[config.mk]
export PLATFORM = sky130hd
export DESIGN_NAME = scfg_top
export DESIGN_NICKNAME = d
export VERILOG_FILES = /design/src/rtl/scfg_pkg.sv /design/src/rtl/scfg_shift.sv /design/src/rtl/scfg_regs.sv /design/src/rtl/scfg_sdo.sv /design/src/rtl/scfg_top.sv
export SDC_FILE = /design/constraint.sdc
export NUM_CORES = 1
export LEC_CHECK = 0
export BUFFER_PORTS_ARGS = -buffer_cell sky130_fd_sc_hd__buf_4
export CORE_AREA = 5 5 130 132
export CTS_BUF_LIST = sky130_fd_sc_hd__clkbuf_4
export DETAILED_ROUTE_END_ITERATION = 16
export DIE_AREA = 0 0 135 137
export PLACE_DENSITY_LB_ADDON = 0.3
export SYNTH_ARGS = -nofsm -noshare
export SYNTH_HDL_FRONTEND = slang
export SYNTH_SLANG_ARGS = --single-unit
[constraint.sdc]
create_clock -name sclk -period 8.5 [get_ports sclk]
set_clock_uncertainty 0.15 [all_clocks]
set_input_delay 0.85 -clock sclk [delete_from_list [all_inputs] [get_ports sclk]]
set_output_delay 0.85 -clock sclk [all_outputs]
set_load 0.01 [all_outputs]
[src/rtl/scfg_pkg.sv]
package scfg_pkg;

   localparam int unsigned RW_FLAG_BITS = 1;
   localparam int unsigned MARK_BITS    = 1;

   // header = read flag + marker + address
   function automatic int unsigned hdr_width(input int unsigned aw);
      return RW_FLAG_BITS + MARK_BITS + aw;
   endfunction

   function automatic int unsigned word_width(input int unsigned aw, input int unsigned dw);
      return hdr_width(aw) + dw;
   endfunction

   // source of the serial output in the data phase
   typedef enum logic [1:0] {
      DRV_OFF  = 2'd0,
      DRV_REG  = 2'd1,
      DRV_HOLE = 2'd2
   } drv_e;

endpackage

[src/rtl/scfg_shift.sv]
module scfg_shift
   import scfg_pkg::*;
#(
   parameter int unsigned ADDR_W = 14,
   parameter int unsigned DATA_W = 8,
   localparam int unsigned HDR_W  = hdr_width(ADDR_W),
   localparam int unsigned WORD_W = word_width(ADDR_W, DATA_W),
   localparam int unsigned CNT_W  = $clog2(WORD_W)
) (
   input  logic              hw_rst,
   input  logic              sen_n,
   input  logic              sclk,
   input  logic              sdi,
   output logic [CNT_W-1:0]  cnt,
   output logic [HDR_W-1:0]  hdr_q,
   output logic              rd_mode,
   output logic              word_done,
   output logic [WORD_W-1:0] word
);

   localparam logic [CNT_W-1:0] LAST    = CNT_W'(WORD_W - 1);
   localparam logic [CNT_W-1:0] HDR_END = CNT_W'(HDR_W - 1);

   logic              clr;
   logic [CNT_W-1:0]  cnt_q;
   logic [WORD_W-2:0] shreg_q;
   logic              rd_mode_q;

   // select high (or hardware reset) forces the next window to bit 0
   assign clr = hw_rst | sen_n;

   always_ff @(posedge sclk or posedge clr) begin
      if (clr) begin
         cnt_q   <= '0;
         shreg_q <= '0;
         hdr_q   <= '0;
      end else begin
         shreg_q <= {shreg_q[WORD_W-3:0], sdi};
         cnt_q   <= (cnt_q == LAST) ? '0 : cnt_q + 1'b1;
         if (cnt_q == HDR_END)
            hdr_q <= {shreg_q[HDR_W-2:0], sdi};
      end
   end

   // sticky read flag: follows the first bit of every word
   always_ff @(posedge sclk or posedge hw_rst) begin
      if (hw_rst)
         rd_mode_q <= 1'b0;
      else if (!sen_n && cnt_q == '0)
         rd_mode_q <= sdi;
   end

   assign cnt       = cnt_q;
   assign rd_mode   = rd_mode_q;
   assign word_done = !sen_n && (cnt_q == LAST);
   assign word      = {shreg_q, sdi};


   idle_cnt_chk: assert property (@(posedge sclk) disable iff (hw_rst)
      sen_n |-> (cnt_q == '0));


   hdr_sync_chk: assert property (@(posedge sclk) disable iff (hw_rst)
      word_done |-> (hdr_q == word[WORD_W-1 -: HDR_W]));

endmodule

[src/rtl/scfg_regs.sv]
module scfg_regs #(
   parameter int unsigned NREG    = 16,
   parameter int unsigned ADDR_W  = 14,
   parameter int unsigned DATA_W  = 8,
   parameter int unsigned RST_IDX = 6,
   parameter int unsigned RST_BIT = 0,
   parameter logic [NREG*DATA_W-1:0] DEFAULTS = '0
) (
   input  logic                   hw_rst,
   input  logic                   sclk,
   input  logic                   wr_en,
   input  logic [ADDR_W-1:0]      wr_addr,
   input  logic [DATA_W-1:0]      wr_data,
   input  logic [ADDR_W-1:0]      rd_addr,
   output logic [DATA_W-1:0]      rd_data,
   output logic                   rd_hit,
   output logic [NREG*DATA_W-1:0] regs_flat
);

   logic wr_hit;
   logic soft_rst;

   assign wr_hit   = 32'(wr_addr) < NREG;
   assign rd_hit   = 32'(rd_addr) < NREG;
   assign soft_rst = wr_en && wr_hit && (32'(wr_addr) == RST_IDX) && wr_data[RST_BIT];

   for (genvar g = 0; g < NREG; g++) begin : g_reg
      logic [DATA_W-1:0] q;
      always_ff @(posedge sclk or posedge hw_rst) begin
         if (hw_rst)
            q <= DEFAULTS[g*DATA_W +: DATA_W];
         else if (soft_rst)
            q <= DEFAULTS[g*DATA_W +: DATA_W];
         else if (wr_en && wr_hit && (32'(wr_addr) == 32'(g)))
            q <= wr_data;
      end
      assign regs_flat[g*DATA_W +: DATA_W] = q;
   end

   always_comb begin
      rd_data = '0;
      for (int i = 0; i < NREG; i++)
         if (32'(rd_addr) == 32'(i))
            rd_data = regs_flat[i*DATA_W +: DATA_W];
   end


   quiet_chk: assert property (@(posedge sclk) disable iff (hw_rst)
      !wr_en |=> $stable(regs_flat));


   hole_wr_chk: assert property (@(posedge sclk) disable iff (hw_rst)
      (wr_en && !wr_hit) |=> $stable(regs_flat));


   soft_rst_chk: assert property (@(posedge sclk) disable iff (hw_rst)
      soft_rst |=> (regs_flat == DEFAULTS));

endmodule

[src/rtl/scfg_sdo.sv]
module scfg_sdo
   import scfg_pkg::*;
#(
   parameter int unsigned ADDR_W = 14,
   parameter int unsigned DATA_W = 8,
   localparam int unsigned HDR_W  = hdr_width(ADDR_W),
   localparam int unsigned WORD_W = word_width(ADDR_W, DATA_W),
   localparam int unsigned CNT_W  = $clog2(WORD_W),
   localparam int unsigned IDX_W  = $clog2(DATA_W)
) (
   input  logic              hw_rst,
   input  logic              sen_n,
   input  logic              sclk,
   input  logic [CNT_W-1:0]  cnt,
   input  logic              rd_mode,
   input  logic              mark,
   input  logic              rd_hit,
   input  logic [DATA_W-1:0] rd_data,
   output logic              sdo,
   output logic              sdo_oe
);

   logic             clr;
   drv_e             sel;
   logic [IDX_W-1:0] bidx;
   logic             oe_q;
   logic             bit_q;

   assign clr = hw_rst | sen_n;

   // data bits leave most significant first
   assign bidx = IDX_W'(DATA_W - 1) - IDX_W'(cnt - CNT_W'(HDR_W));

   always_comb begin
      sel = DRV_OFF;
      if (rd_mode && mark && (cnt >= CNT_W'(HDR_W)))
         sel = rd_hit ? DRV_REG : DRV_HOLE;
   end

   always_ff @(negedge sclk or posedge clr) begin
      if (clr) begin
         oe_q  <= 1'b0;
         bit_q <= 1'b0;
      end else begin
         unique case (sel)
            DRV_REG: begin
               oe_q  <= 1'b1;
               bit_q <= rd_data[bidx];
            end
            DRV_HOLE: begin
               oe_q  <= 1'b1;
               bit_q <= 1'b0;
            end
            default: begin
               oe_q  <= 1'b0;
               bit_q <= 1'b0;
            end
         endcase
      end
   end

   assign sdo    = bit_q;
   assign sdo_oe = oe_q;


   oe_win_chk: assert property (@(posedge sclk) disable iff (hw_rst)
      oe_q |-> (cnt >= CNT_W'(HDR_W)));


   oe_rd_chk: assert property (@(posedge sclk) disable iff (hw_rst)
      oe_q |-> rd_mode);

endmodule

[src/rtl/scfg_top.sv]
module scfg_top
   import scfg_pkg::*;
#(
   parameter int unsigned NREG    = 16,
   parameter int unsigned ADDR_W  = 14,
   parameter int unsigned DATA_W  = 8,
   parameter int unsigned RST_IDX = 6,
   parameter int unsigned RST_BIT = 0,
   parameter logic [NREG*DATA_W-1:0] DEFAULTS = 128'h00000000_00000000_00000000_3C000000
) (
   input  logic                   hw_rst,
   input  logic                   sen_n,
   input  logic                   sclk,
   input  logic                   sdi,
   output logic                   sdo,
   output logic                   sdo_oe,
   output logic [NREG*DATA_W-1:0] cfg_regs
);

   localparam int unsigned HDR_W  = hdr_width(ADDR_W);
   localparam int unsigned WORD_W = word_width(ADDR_W, DATA_W);
   localparam int unsigned CNT_W  = $clog2(WORD_W);

   initial begin
      if (DATA_W < 2)                         $error("DATA_W must be at least 2");
      if (NREG > (1 << ADDR_W))               $error("NREG exceeds address space");
      if (RST_IDX >= NREG)                    $error("RST_IDX outside bank");
      if (RST_BIT >= DATA_W)                  $error("RST_BIT outside byte");
      if (DEFAULTS[RST_IDX*DATA_W + RST_BIT]) $error("reset bit default must be 0");
   end

   logic [CNT_W-1:0]  cnt;
   logic [HDR_W-1:0]  hdr_q;
   logic              rd_mode;
   logic              word_done;
   logic [WORD_W-1:0] word;
   logic              wr_en;
   logic [DATA_W-1:0] rd_data;
   logic              rd_hit;

   scfg_shift #(.ADDR_W(ADDR_W), .DATA_W(DATA_W)) u_shift (
      .hw_rst    (hw_rst),
      .sen_n     (sen_n),
      .sclk      (sclk),
      .sdi       (sdi),
      .cnt       (cnt),
      .hdr_q     (hdr_q),
      .rd_mode   (rd_mode),
      .word_done (word_done),
      .word      (word)
   );

   // marker must be 1 and the read flag clear
   assign wr_en = word_done && word[WORD_W-2] && !rd_mode;

   scfg_regs #(
      .NREG    (NREG),
      .ADDR_W  (ADDR_W),
      .DATA_W  (DATA_W),
      .RST_IDX (RST_IDX),
      .RST_BIT (RST_BIT),
      .DEFAULTS(DEFAULTS)
   ) u_regs (
      .hw_rst    (hw_rst),
      .sclk      (sclk),
      .wr_en     (wr_en),
      .wr_addr   (word[DATA_W +: ADDR_W]),
      .wr_data   (word[DATA_W-1:0]),
      .rd_addr   (hdr_q[ADDR_W-1:0]),
      .rd_data   (rd_data),
      .rd_hit    (rd_hit),
      .regs_flat (cfg_regs)
   );

   scfg_sdo #(.ADDR_W(ADDR_W), .DATA_W(DATA_W)) u_sdo (
      .hw_rst  (hw_rst),
      .sen_n   (sen_n),
      .sclk    (sclk),
      .cnt     (cnt),
      .rd_mode (rd_mode),
      .mark    (hdr_q[ADDR_W]),
      .rd_hit  (rd_hit),
      .rd_data (rd_data),
      .sdo     (sdo),
      .sdo_oe  (sdo_oe)
   );


   wr_blk_chk: assert property (@(posedge sclk) disable iff (hw_rst)
      wr_en |-> (!word[WORD_W-1] && !hdr_q[HDR_W-1]));


   mark_chk: assert property (@(posedge sclk) disable iff (hw_rst)
      (word_done && !word[WORD_W-2]) |=> $stable(cfg_regs));

endmodule

==> results.py, run 1 <==
metrics = {
    "clock_network": {
        "cts_hold_buf": 0,
        "htree_num_levels": 4,
        "post-cts-setup-buffers": 0,
        "clockBufferDepth": 2,
        "cts-root-buf": "clkbuf_4",
        "cts_resized": 0,
        "clk_pin_slew_ps": 150,
        "cts_buffers": 17,
        "cts_sinks": 173,
        "clock_latency_ps": 580,
        "cts_tree": "built",
    },
    "power_and_ir_drop": {
        "leakage_nw": 4.77,
        "pwr_density_cell_nw_per_um2": 143,
        "power.net_switching_w": 0.000392,
        "clkPwrFrac": 0.339,
        "p_int_w": 0.00101,
        "pwr-share-comb": 0.043,
        "irDropWorstVdd_mv": 0.136,
        "power.share.sequential": 0.618,
        "power_switching_share": 0.280,
    },
    "detailed_routing": {
        "drt-vias-per-instance": 6.17,
        "wl_per_cell_um": 24.4,
        "drt_iter0_drc": 656,
        "num_vias": 7096,
        "drcViolationCount": 0,
        "wirelength_um": 28100,
        "postRouteAntennaNets": 0,
        "drt-pass1-iter-count": 6,
    },
    "critical_path": {
        "cp.arrival_ps": 3450,
        "crit_buf_inv": 0,
        "cp.required_ps": 4450,
        "cp_top_family": "compound AO/OA/AOI/OAI gates",
        "startpoint_type": "flop",
        "reg2reg_from": "u_shift.hdr_q[2]",
        "crit_path_top_delay_cell": "dfrtp_1",
        "crit_start": "u_shift.hdr_q[2]",
        "cp_max_fo": 22,
        "path_cells": "nor4b_2, nand3_2, a211oi_1, o32ai_1, a221oi_1, o311a_1, nor4_2",
        "critical-path-max-stage-delay_ps": 880,
        "cp-end-kind": "flop",
        "path_class": "reg -> reg",
    },
    "yosys": {
        "yosys-top-cells-area": "dfrtp_1, mux2i_1, nor2_1",
        "syn-num-nets": 826,
        "yosysMostFrequentCell": "dfrtp_1",
        "yosysWarnings": 0,
        "ys.flop_type": "dfrtp_1",
        "synth-edff-count": 0,
        "syn-mean-instance-area_um2": 10.3,
        "synth_top_cell_area_share": 0.494,
        "synth-seq-cells": 173,
        "netlist_area_um2": 8460,
        "synthDistinctLibCells": 72,
        "synthCells": 819,
        "async_flop_share": 1.00,
        "synth_area_leader_cell": "dfrtp_1",
        "yosysSeqAreaShare": 0.513,
        "yosys-top-cells-count": "dfrtp_1, nor2_1, mux2i_1, nand2_1, clkbuf_1",
    },
    "placement": {
        "numPlacedInstances": 1115,
        "portBuffers": 133,
        "dpl.hpwl_um": 20000,
        "globalplace.congestion": 0.977,
    },
    "finish": {
        "drive_gt1_frac": 0.250,
        "syn_to_final_growth_pct": 16.0,
        "stdcell_count": 1151,
        "fin_nets": 925,
        "utilization": 0.629,
        "fillers": 1331,
    },
    "global_route": {
        "antenna_found_initial": 1,
        "grt_pass1_vias": 6960,
        "grt-ovfl-total": 0,
        "grt_usage": 0.313,
        "grt_pass1_wl_um": 43000,
        "grt_start_max_net_pins": 83,
    },
    "timing": {
        "tns_ps": 0,
        "slew_violations": 0,
        "finalSetupViolations": 0,
        "slew_headroom": 0.173,
        "rsz0062_at_grt": "false",
        "hold_viol_final": 0,
        "worst_pin_slew_ps": 1240,
    },
    "floorplanning": {
        "fp.dieArea_um2": 18500,
        "start_util": 0.542,
        "chipHeight_um": 137,
        "rows": 46,
        "die_w_um": 135,
        "coreArea_um2": 15600,
        "ios": 134,
    },
    "run": {
        "maxCapViolCount": 0,
    },
    "min_path": {
        "hold_path.class": "in -> async",
    },
    "outcome": {
        "status": "finished, final reports clean",
    },
}
final timing paths:
check,end,slack (ps),cells past startpoint
setup / recovery,u_sdo.sdo,990,7
hold / removal,u_shift.rd_mode,190,2
setup reg to reg,u_sdo.sdo,990,7
hold reg to reg,u_shift.shreg_q[19],250,0
max in group asynchronous,u_sdo.sdo,3250,3
min in group sclk,u_shift.shreg_q[19],250,0
power groups by stage:
stage               Sequential (W)  Combinational, W  Clock, W
floorplan                 0.000856         0.0000543         0
global placement          0.000878         0.0000600         0
detailed placement        0.000879         0.0000600         0
CTS                       0.000864         0.0000601  0.000482
global route              0.000867         0.0000666  0.000518
finish                    0.000864         0.0000597  0.000474
routing by layer:
metal,vias up,part of all wire,global-route usage
li1,3110,-,-
met5,-,0,0
met4,0,0.034,0.125
met1,3561,0.43,0.447
met3,53,0.084,0.0904
met2,372,0.45,0.453
per-stage QoR:
step	setup WS (ps)	hold slack [ps]	cell area, um^2	total power (W)
after floorplan	895	202	8460	0.000910
after global placement	1080	210	9520	0.000938
after detailed placement	1160	211	9520	0.000939
after CTS	1060	177	9800	0.00141
after global routing	884	184	9810	0.00145
final	994	186	9810	0.00140
cells by family after synthesis:
logic type | after synthesis | synth area share
AOI/OAI and AO/OA | 134 | 0.103
buffers and inverters | 73 | 0.0383
muxes | 129 | 0.165
and+or+nand+nor | 305 | 0.175
DFF | 173 | 0.513
adders and majority gates | 3 | 0.00444
xor gates and xnor gates | 2 | 0.00207
placed cells by master (no fill, tap or decap), drive strengths merged, types with 10 or more instances in the layout:
cell      n
dfrtp   167
buf     142
nor2    125
mux2i   102
nand2    75
o21ai    42
a21oi    30
nand3    26
mux2     21
inv      18
clkbuf   17
nor2b    12
nor4     12
a22oi    10
area by class of cell:
type / count / area, um^2 / share of cell area
clock buffers: 17 / 128 / 0.0130
multi-input cells: 573 / 3810 / 0.388
diodes: 4 / 10.0 / 0.00102
flip-flops and latches: 173 / 4340 / 0.442
inverters: 11 / 43.8 / 0.00446
well taps: 216 / 270 / 0.0275
repair buffers: 142 / 1070 / 0.109
clock inverters: 15 / 151 / 0.0154
flip-flops by register name, indices dropped and copies added, names as in the netlist:
name,count
u_shift.shreg_q,22
u_regs.g.q,128
u_sdo.sdo_oe,1
u_shift.cnt,5
u_sdo.sdo,1
u_shift.rd_mode,1
u_shift.hdr_q,15
No activity file was read; power rests on OpenSTA's default activity.
==> run 2, diff against run 1 <==
Settings changed: CORE_AREA 5 5 130 132 to 5 5 120 144, DIE_AREA 0 0 135 137 to 0 0 125 149.
==> run 2 against run 1 <==
Net effect:
- flip-flop and latch count stayed put
- setup slack got worse by 72 ps
- cell count fell by 1.0%
- critical path depth unchanged
- clock power up 8.0%
- routed wire length is 4.2% higher
- critical path type unchanged
- sequential power barely moved
- largest cell class unchanged
- die area increased by 0.70%
- highest routed layer unchanged
- combinational power rose by 3%
==> results.py, run 2 (synthesized netlist as in run 1, its figures left out) <==
metrics = {
    "outcome": {
        "status": "finished, final reports clean",
    },
    "timing": {
        "hold_viol_final": 0,
        "setup_slack_ps": 922,
        "slew_headroom": 0.201,
        "worst_pin_slew_ps": 1190,
        "rsz0062_at_grt": "false",
        "slew_violations": 0,
        "finalSetupViolations": 0,
        "tns_ps": 0,
    },
    "floorplanning": {
        "fp.dieArea_um2": 18600,
        "start_util": 0.543,
        "rows": 50,
        "ios": 134,
        "coreArea_um2": 15600,
        "die_w_um": 125,
        "chipHeight_um": 149,
    },
    "critical_path": {
        "cp-end-kind": "flop",
        "rrSetupSlack_ps": 920,
        "cp_top_family": "compound AO/OA/AOI/OAI gates",
        "path_cells": "nor4b_2, nand3_2, a211oi_1, o32ai_1, a221oi_1, o311a_1, nor4_2",
        "crit_buf_inv": 0,
        "cp.required_ps": 4460,
        "path_class": "reg -> reg",
        "critical-path-max-stage-delay_ps": 940,
        "startpoint_type": "flop",
        "cp_max_fo": 22,
        "cp.arrival_ps": 3540,
        "crit_path_top_delay_cell": "dfrtp_1",
    },
    "placement": {
        "portBuffers": 133,
        "globalplace.congestion": 0.972,
        "post_dp_cell_area_um2": 9510,
        "dpl.hpwl_um": 20600,
        "place_ws_ps": 1110,
    },
    "finish": {
        "finalInstanceArea_um2": 9810,
        "largestRegisters": "u_regs.g.q (128), u_shift.shreg_q (22), u_shift.hdr_q (15)",
        "top_register": "u_regs.g.q",
        "layout_commonest_cell": "dfrtp_1",
        "syn_to_final_growth_pct": 16.1,
        "largest_reg_flops": 128,
        "final_cell_mix": "dfrtp_1, buf_4, nor2_1, mux2i_1, nand2_1",
        "fin_nets": 924,
        "drive_gt1_frac": 0.249,
    },
    "global_route": {
        "grt_pass1_vias": 7125,
        "grt_usage": 0.315,
        "grt_pass1_wl_um": 44400,
        "antenna_found_initial": 1,
        "grt-ovfl-total": 0,
        "grt_start_max_net_pins": 99,
    },
    "clock_network": {
        "post-cts-setup-buffers": 0,
        "cts_resized": 0,
        "clk_pin_slew_ps": 160,
        "cts_buffers": 17,
        "cts_hold_buf": 0,
        "clock_latency_ps": 600,
        "clockBufferDepth": 2,
        "htree_num_levels": 4,
        "cts_tree": "built",
        "cts_sinks": 173,
        "cts-root-buf": "clkbuf_4",
    },
    "detailed_routing": {
        "drt_iter0_drc": 727,
        "num_vias": 7133,
        "drt-pass1-iter-count": 5,
        "drcViolationCount": 0,
        "postRouteAntennaNets": 0,
        "wirelength_um": 29200,
        "wl_per_cell_um": 25.7,
        "drt-vias-per-instance": 6.26,
    },
    "run": {
        "maxCapViolCount": 0,
    },
    "power_and_ir_drop": {
        "irDropWorstVdd_mv": 0.112,
        "pwr_density_cell_nw_per_um2": 146,
        "leakage_nw": 4.78,
        "p_total_w": 0.00144,
    },
    "min_path": {
        "hold_path.class": "reg -> reg",
    },
}
run 2: cell count changes in the layout (fill, tap and decap cells not counted), moves of 2 or more:
cell        delta
inv_6          -2
clkinvlp_4     -2
diode_2        -3
clkbuf_4       +2
clkinv_2       -2
clkinv_4       +3
run 2: final cells by class:
type	instances	area [um^2]
fill	1304	5760
sequential	173	4340
multi-input combinational	573	3810
timing repair buffer	141	1060
tap	208	260
clock inverter	13	158
clock buffer	19	143
inverter	11	43.8
antenna	1	2.50
run 2: routing by layer:
layer	routed length, um	vias to the layer above	track usage
met3	2060	61	0.0587
met5	0	-	0
li1	-	3107	-
met2	14100	362	0.500
met4	1040	0	0.128
met1	12000	3603	0.431
run 2: worst paths after layout:
kind	start	to	cells after the start
max in group asynchronous	sen_n	u_sdo.sdo_oe	2
setup reg to reg	u_shift.hdr_q[2]	u_sdo.sdo	7
hold / removal	u_shift.shreg_q[18]	u_shift.shreg_q[19]	0
hold reg to reg	u_shift.shreg_q[18]	u_shift.shreg_q[19]	0
setup / recovery	u_shift.hdr_q[2]	u_sdo.sdo	7
min in group asynchronous	hw_rst	u_regs.g_reg[9].q[4]	2
run 2: per-stage QoR:
step	std cells	util	hold slack (ps)
after detailed placement	1106	0.611	216
after global routing	1139	0.630	261
after CTS	1138	0.630	252
final	1139	0.630	249
after global placement	1106	0.611	212
after floorplan	819	-	202
run 2: where the power goes:
group	total [W]	switching (W)	internal [W]
logic	0.0000615	0.0000436	0.0000178
registers	0.000864	0.0000313	0.000833
clock network	0.000512	0.000322	0.000190
==> run 3, diff against run 2 <==
Clock period 8.5 ns to 9.09 ns, I/O delays scaled along.
==> run 3 against run 2 <==
Net effect:
- sequential share of layout area up 0.062 points
- combinational power shrank 11%
- via count is 0.69% higher
- critical path depth unchanged
- total power is 7.9% lower
- utilization is 0.088 points lower
- non-clock buffer count is 2 lower
- first-iteration DRC count rose by 4.8%
- clock power shrank 10%
- flip-flop and latch count is the same
- routed wire length down 4.4%
- largest cell class unchanged
==> results.py, run 3 (synthesized netlist as in run 1, its figures left out) <==
metrics = {
    "floorplanning": {
        "fp.dieArea_um2": 18600,
        "die_w_um": 125,
        "rows": 50,
        "start_util": 0.543,
        "ios": 134,
        "chipHeight_um": 149,
        "coreArea_um2": 15600,
    },
    "detailed_routing": {
        "drcViolationCount": 0,
        "num_vias": 7182,
        "drt_iter0_drc": 762,
        "postRouteAntennaNets": 0,
        "drt-pass1-iter-count": 6,
        "drt-vias-per-instance": 6.32,
        "wirelength_um": 27900,
        "wl_per_cell_um": 24.6,
    },
    "placement": {
        "numPlacedInstances": 1104,
        "post_dp_cell_area_um2": 9500,
        "dpl.hpwl_um": 19800,
        "globalplace.congestion": 1.05,
        "portBuffers": 133,
    },
    "clock_network": {
        "cts-root-buf": "clkbuf_4",
        "clockBufferDepth": 2,
        "cts_hold_buf": 0,
        "htree_num_levels": 4,
        "cts_tree": "built",
        "cts_buffers": 17,
        "clk_pin_slew_ps": 150,
        "cts_sinks": 173,
        "post-cts-setup-buffers": 0,
        "cts_resized": 0,
        "clock_latency_ps": 610,
    },
    "critical_path": {
        "crit_path_top_delay_cell": "dfrtp_1",
        "crit_end": "u_sdo.sdo",
        "startpoint_type": "flop",
        "path_cells": "nor4b_2, nand3_2, o22a_1, o32ai_1, a221oi_1, o311a_1, nor4_2",
        "path_class": "reg -> reg",
        "cp-end-kind": "flop",
        "cp_max_fo": 22,
        "reg2reg_from": "u_shift.hdr_q[2]",
        "crit_start": "u_shift.hdr_q[2]",
        "cp.required_ps": 4910,
        "critical-path-max-stage-delay_ps": 900,
        "r2r_cells": 7,
        "r2r-end": "u_sdo.sdo",
        "cp.arrival_ps": 3450,
        "rrSetupSlack_ps": 1460,
    },
    "timing": {
        "rsz0062_at_grt": "false",
        "finalSetupViolations": 0,
        "whs_ps": 244,
        "worst_pin_slew_ps": 1250,
        "slew_violations": 0,
        "slew_headroom": 0.161,
        "tns_ps": 0,
        "hold_viol_final": 0,
    },
    "finish": {
        "final_cell_mix": "dfrtp_1, buf_4, nor2_1, mux2i_1, nand2_1",
        "ff_latch_area_um2": 4340,
        "syn_to_final_growth_pct": 15.9,
        "stdcell_count": 1137,
        "layout_commonest_cell": "dfrtp_1",
        "largestRegisters": "u_regs.g.q (128), u_shift.shreg_q (22), u_shift.hdr_q (15)",
        "largest_reg_flops": 128,
        "finalInstanceArea_um2": 9800,
        "drive_gt1_frac": 0.249,
        "fillers": 1316,
        "fin_nets": 922,
        "multi_input_area_um2": 3810,
        "top_register": "u_regs.g.q",
    },
    "min_path": {
        "hold_path.class": "reg -> reg",
        "holdPathStages": 0,
    },
    "power_and_ir_drop": {
        "irDropWorstVdd_mv": 0.0923,
        "pwr_density_cell_nw_per_um2": 135,
        "leakage_nw": 4.77,
    },
    "run": {
        "maxCapViolCount": 0,
    },
    "global_route": {
        "grt_pass1_vias": 7107,
        "grt_start_max_net_pins": 66,
        "grt_pass1_wl_um": 43100,
        "grt_usage": 0.303,
        "grt-ovfl-total": 0,
        "antenna_found_initial": 1,
    },
    "outcome": {
        "status": "finished, final reports clean",
    },
}
run 3: worst min path at each step:
stage,from,end
finish,u_shift.shreg_q[17],u_shift.shreg_q[18]
global route,u_shift.shreg_q[18],u_shift.shreg_q[19]
CTS,u_shift.shreg_q[17],u_shift.shreg_q[18]
detailed placement,u_shift.shreg_q[17],u_shift.shreg_q[18]
global placement,u_shift.shreg_q[17],u_shift.shreg_q[18]
floorplan,u_shift.shreg_q[2],u_shift.shreg_q[3]
run 3: power by group:
part | internal (W) | switching, W | total, W | leakage, nW
clock network | 0.000151 | 0.000310 | 0.000461 | 0.159
registers | 0.000779 | 0.0000301 | 0.000809 | 2.33
logic | 0.0000167 | 0.0000382 | 0.0000549 | 2.28
total | 0.000946 | 0.000378 | 0.00132 | 4.77
run 3: worst max-delay path, delay by kind of cell (launching register included):
family,cells,cell delay (ps)
compound gates,4,980
flops,1,900
simple gates,3,980
run 3: per-layer routing:
layer | vias up | share of wire | GRT usage
met2 | 414 | 0.48 | 0.485
met5 | - | 0 | 0
met4 | 0 | 0.047 | 0.139
met3 | 92 | 0.073 | 0.0559
met1 | 3575 | 0.40 | 0.403
li1 | 3101 | - | -
run 3: layout make-up:
type / instances / share of cell area
repair buffers: 139 / 0.106
diodes: 1 / 0.000255
multi-input cells: 573 / 0.389
well taps: 208 / 0.0266
clock buffers: 17 / 0.0130
inverters: 11 / 0.00447
flip-flops and latches: 173 / 0.443
clock inverters: 15 / 0.0177
run 3: stage by stage:
stage / utilization / worst slack, ps / power, W
after floorplan: - / 1130 / 0.000851
after global placement: 0.610 / 1700 / 0.000877
after detailed placement: 0.610 / 1620 / 0.000877
after CTS: 0.629 / 1490 / 0.00133
after global routing: 0.629 / 1200 / 0.00137
final: 0.629 / 1460 / 0.00132
